==> config.mk <==
export PLATFORM = sky130hd
export DESIGN_NAME = bu_branch_unit
export DESIGN_NICKNAME = d
export VERILOG_FILES = /design/src/rtl/bu_pkg.sv /design/src/rtl/bu_cond_eval.sv /design/src/rtl/bu_target_gen.sv /design/src/rtl/bu_redirect_reg.sv /design/src/rtl/bu_branch_unit.sv
export SDC_FILE = /design/constraint.sdc
export NUM_CORES = 1
export LEC_CHECK = 0
export BUFFER_PORTS_ARGS = -buffer_cell sky130_fd_sc_hd__buf_2
export CAP_MARGIN = 10
export CORE_AREA = 3 3 86 88
export DETAILED_ROUTE_END_ITERATION = 8
export DIE_AREA = 0 0 89 91
export PLACE_DENSITY = 0.82
export SYNTH_ARGS = -nofsm -noshare
export SYNTH_HDL_FRONTEND = slang
export SYNTH_SLANG_ARGS = --single-unit
==> constraint.sdc <==
create_clock -name clk -period 3 [get_ports clk]
set_clock_uncertainty 0.05 [all_clocks]
set_input_delay 0.15 -clock clk [delete_from_list [all_inputs] [get_ports clk]]
set_output_delay 0.15 -clock clk [all_outputs]
set_load 0.005 [all_outputs]
==> src/rtl/bu_pkg.sv <==
package bu_pkg;
  typedef enum logic {
    BK_REL = 1'b0,
    BK_ABS = 1'b1
  } br_kind_e;

  localparam int unsigned COND_W = 5;
  localparam int unsigned FLAG_W = 3;

  // flags packed as {n, c, z}
  function automatic logic cond_pass(input logic [COND_W-1:0] cc,
                                     input logic [FLAG_W-1:0] fl);
    logic zf;
    logic sel;
    logic ok;
    zf  = fl[0];
    sel = cc[4] ? fl[2] : fl[1];
    ok  = 1'b1;
    if (cc[0] && zf)   ok = 1'b0;
    if (cc[1] && !zf)  ok = 1'b0;
    if (cc[2] && sel)  ok = 1'b0;
    if (cc[3] && !sel) ok = 1'b0;
    return ok;
  endfunction
endpackage

==> src/rtl/bu_cond_eval.sv <==
module bu_cond_eval
  import bu_pkg::*;
(
  input  logic [COND_W-1:0] cond_i,
  input  logic              flag_z_i,
  input  logic              flag_c_i,
  input  logic              flag_n_i,
  output logic              met_o
);
  logic [FLAG_W-1:0] flag_idx;

  always_comb begin
    flag_idx = {flag_n_i, flag_c_i, flag_z_i};
    met_o    = cond_pass(cond_i, flag_idx);
  end
endmodule

==> src/rtl/bu_target_gen.sv <==
module bu_target_gen
  import bu_pkg::*;
#(
  parameter int unsigned AW   = 24,
  parameter int unsigned DW   = 32,
  parameter int unsigned OFFW = 5
) (
  input  br_kind_e          kind_i,
  input  logic [AW-1:0]     pc_i,
  input  logic [OFFW-1:0]   off_i,
  input  logic [DW-1:0]     reg_i,
  output logic [AW-1:0]     target_o
);
  localparam int unsigned EXT_W = AW - OFFW;

  logic [AW-1:0] rel_tgt;
  logic [AW-1:0] abs_tgt;

  function automatic logic [AW-1:0] rel_calc(input logic [AW-1:0] pc,
                                             input logic [OFFW-1:0] off);
    logic [AW-1:0] sx;
    sx = {{EXT_W{off[OFFW-1]}}, off};
    return pc + AW'(2) + (sx << 1);
  endfunction

  generate
    if (DW >= AW) begin : g_wide_reg
      function automatic logic [AW-1:0] abs_calc(input logic [DW-1:0] r);
        logic [DW-1:0] m;
        m = r & ~DW'(1);
        return m[AW-1:0];
      endfunction
      assign abs_tgt = abs_calc(reg_i);
    end else begin : g_narrow_reg
      function automatic logic [AW-1:0] abs_calc(input logic [DW-1:0] r);
        logic [AW-1:0] m;
        m = AW'(r);
        return m & ~AW'(1);
      endfunction
      assign abs_tgt = abs_calc(reg_i);
    end
  endgenerate

  assign rel_tgt  = rel_calc(pc_i, off_i);
  assign target_o = (kind_i == BK_ABS) ? abs_tgt : rel_tgt;
endmodule

==> src/rtl/bu_redirect_reg.sv <==
module bu_redirect_reg #(
  parameter int unsigned AW = 24
) (
  input  logic          clk,
  input  logic          rst_n,
  input  logic          issue_i,
  input  logic          load_i,
  input  logic [AW-1:0] load_tgt_i,
  output logic          redirect_o,
  output logic [AW-1:0] redirect_pc_o
);
  logic          pend_q;
  logic [AW-1:0] tgt_q;

  always_ff @(posedge clk) begin
    if (!rst_n) begin
      pend_q <= 1'b0;
      tgt_q  <= '0;
    end else if (issue_i) begin
      pend_q <= load_i;
      if (load_i) tgt_q <= load_tgt_i;
    end
  end

  assign redirect_o    = pend_q & issue_i;
  assign redirect_pc_o = tgt_q;
endmodule

==> src/rtl/bu_branch_unit.sv <==
module bu_branch_unit
  import bu_pkg::*;
#(
  parameter int unsigned AW = 24,
  parameter int unsigned DW = 32
) (
  input  logic          clk,
  input  logic          rst_n,
  input  logic          issue_i,
  input  logic          is_branch_i,
  input  logic          kind_i,
  input  logic [4:0]    cond_i,
  input  logic          flag_z_i,
  input  logic          flag_c_i,
  input  logic          flag_n_i,
  input  logic [AW-1:0] pc_i,
  input  logic [4:0]    rel_off_i,
  input  logic [DW-1:0] reg_val_i,
  output logic          taken_o,
  output logic [AW-1:0] target_o,
  output logic          redirect_o,
  output logic [AW-1:0] redirect_pc_o
);
  localparam int unsigned OFFW = 5;

  logic     cond_ok;
  logic     slot_load;
  br_kind_e kind;

  assign kind = br_kind_e'(kind_i);

  bu_cond_eval u_cond (
    .cond_i   (cond_i),
    .flag_z_i (flag_z_i),
    .flag_c_i (flag_c_i),
    .flag_n_i (flag_n_i),
    .met_o    (cond_ok)
  );

  bu_target_gen #(.AW(AW), .DW(DW), .OFFW(OFFW)) u_tgt (
    .kind_i   (kind),
    .pc_i     (pc_i),
    .off_i    (rel_off_i),
    .reg_i    (reg_val_i),
    .target_o (target_o)
  );

  assign slot_load = issue_i & is_branch_i & cond_ok;
  assign taken_o   = slot_load;

  bu_redirect_reg #(.AW(AW)) u_rdr (
    .clk           (clk),
    .rst_n         (rst_n),
    .issue_i       (issue_i),
    .load_i        (slot_load),
    .load_tgt_i    (target_o),
    .redirect_o    (redirect_o),
    .redirect_pc_o (redirect_pc_o)
  );
endmodule

==> out/metrics.cfg <==
[run_status]
run_status = finished clean

[route]
vias_per_cell = 5.452
drtIter0Drc = 144
vias = 2993
drtPass1Iterations = 4
drc = 0
ant_nets = 0
drt-total-wl_um = 7782
post_drt_wl_per_cell_um = 14.17

[cells_and_area]
synthToLayoutAreaGrowth_pct = 27.66
final_common_cell = buf_2
layout_common_cells = buf_2 (114), nand2_1 (44), ha_1 (43)
fill_cells = 648
fin_area_um2 = 3500
antenna_cells = 0
drive_above_1_share = 0.3198
final_cells = 549
final_nets = 588

[setup_path]
worstPathRequired_ns = 2.80
critPathTopFamily = compound AO/OA/AOI/OAI gates
start_kind = input pin
slowest_stage = ha_1
crit_chain = buf_2 > buf_4 > ha_1 > ha_1 > a21oi_1 > o21ai_0 > and2_1 > o21ai_0 > o41ai_2 > xnor2_1 > o21ai_1 > buf_2
critPathBufInv = 3
r2r_slack_ns = 2.11
crit_path_max_fanout = 10
crit_arrival_ns = 2.60
cp-end-kind = primary output
crit_type = in -> out
cpPeakStageDelay_ns = 0.31

[synth]
yosys.area.top_type = ha_1
syn_inst = 354
syn_nets = 472
synthFlopType = dfxtp_1
yosysTopAreaCellShare = 0.1963
ys_types = 55
ys_warn_count = 0
synth-edff-count = 0
synthTopCellsByArea = ha_1 (20%), dfxtp_1 (18%), a21oi_1 (6.6%)
ys_seq_area_frac = 0.1826
avgSynthCellArea_um2 = 7.744
syn_area_um2 = 2741
async_reset_ff_frac = 0
synth-seq-cells = 25

[sta]
rsz0062_at_grt = no
max_slew.worst_pin.slew_ns = 0.4811
finalSetupTns_ns = 0
slew_headroom = 0.6793
post-route-period-util = 0.9332
finalHoldViolations = 0
final_max_slew_viol_count = 0
fin_ws_ns = 0.2003
setup_violations = 0
finalCriticalPeriod_ns = 2.800
fmax_mhz = 357.2

[run]
cap_violations = 0

[floorplanning]
rows = 30
die_h_um = 91
ioPinCount = 124
die_area_um2 = 8099
dieWidth_um = 89
start_util = 0.4080
core_area_um2 = 6719

[clock_tree]
cts_tree = built
cts.clk_slew.worst_paths_ns = 0.09
cts_buffer_depth = 2
cts_sinks = 25
htreeDepth = 1
clk_latency_ns = 0.27
cts-buffers-inserted = 3
cts-root-buf = clkbuf_8

[power_and_ir_drop]
p_leak_nw = 1.761
cellPowerDensity_nw_per_um2 = 343.0
ir_worst_vdd_v = 0.0002616

[placement]
numPortBuffers = 114
dp_worst_setup_slack_ns = 0.09599
routabilityCongestion = 0.9181
dp_hpwl_um = 6483
placedCellCount = 543
placement.cell_area_um2 = 3423

[grt]
grt_pass1_vias = 2889
grt_max_degree = 38
antenna_found_initial = 0
grt_pass1_wl_um = 12720
grt_usage = 0.1891
grt_overflow_total = 0

[hold_path]
hp-class = in -> reg

## cell usage after synthesis (all sizes together), types with 4 or more instances
library cell / n
a211oi: 4
a21o: 4
a21oi: 39
a31oi: 4
and2: 5
buf: 6
clkbuf: 9
dfxtp: 25
ha: 43
inv: 14
mux2: 4
mux2i: 12
nand2: 44
nand3: 7
nor2: 31
nor2b: 4
nor3: 9
o21ai: 33
xnor2: 12
xor2: 4
## report_power, final
part	internal, W	switching (W)
registers	0.000344	0.00000562
logic	0.000291	0.000363
clock network	0.0000949	0.000103
## tightest hold or removal path, cell delays in order
cell and delay (ns):
buf_2 0.09, nand2_1 0.07, a31oi_1 0.07
## routing by layer
| metal | global-route usage | routed length [µm] |
|---|---|---|
| met1 | 0.2247 | 3181 |
| met2 | 0.3373 | 3920 |
| met3 | 0.05354 | 651 |
| met4 | 0.03102 | 29 |
| met5 | 0 | 0 |
## timing repair
item / in CTS / in global routing
gates resized for setup: 0 / 5
hold buffers: 0 / 0
setup endpoints to repair: 0 / 4
buffers inserted: 0 / 2
## cell type report
type / instances / area [µm²] / share of cell area
Multi-Input combinational cell: 299 / 2137 / 0.6107
Inverter: 15 / 56.30 / 0.01609
Sequential cell: 25 / 500.5 / 0.1430
Tap cell: 80 / 100.1 / 0.02860
Clock buffer: 4 / 45.04 / 0.01287
Timing Repair Buffer: 126 / 660.6 / 0.1888
## cells by family after synthesis
kind of cell	Yosys count	share of synthesized area
AO/OA/AOI/OAI	108	0.2629
AND/OR/NAND/NOR	115	0.1944
flip-flops	25	0.1826
buffers and inverters	30	0.04381
adder cells (fa/ha/maj)	44	0.2036
multiplexers	16	0.06161
XOR/XNOR	16	0.05112
## flip-flops by register name, summed over array words and instances, names as in the netlist
name	count
u_rdr.pend_q	1
u_rdr.redirect_pc_o	24
## path summary, 6_finish.rpt
kind / start / to / cells after the start
setup / recovery: rel_off_i[4] / target_o[23] / 12
hold / removal: reg_val_i[11] / u_rdr.redirect_pc_o[11]$_SDFFE_PN0P_ / 3
setup reg to reg: u_rdr.redirect_pc_o[21]$_SDFFE_PN0P_ / u_rdr.redirect_pc_o[21]$_SDFFE_PN0P_ / 3
hold reg to reg: u_rdr.redirect_pc_o[12]$_SDFFE_PN0P_ / u_rdr.redirect_pc_o[12]$_SDFFE_PN0P_ / 2
## metrics by stage
step                      hold WS (ns)  total power (W)  utilization
after detailed placement        0.3999        0.0009941       0.5095
after global placement          0.3792        0.0009784       0.5095
after CTS                       0.1062         0.001196       0.5162
after floorplan                 0.2342        0.0007785            -
final                           0.1100         0.001200       0.5209
after global routing            0.1070         0.001301       0.5209
Note: power is estimated with default switching activity, not from simulation.
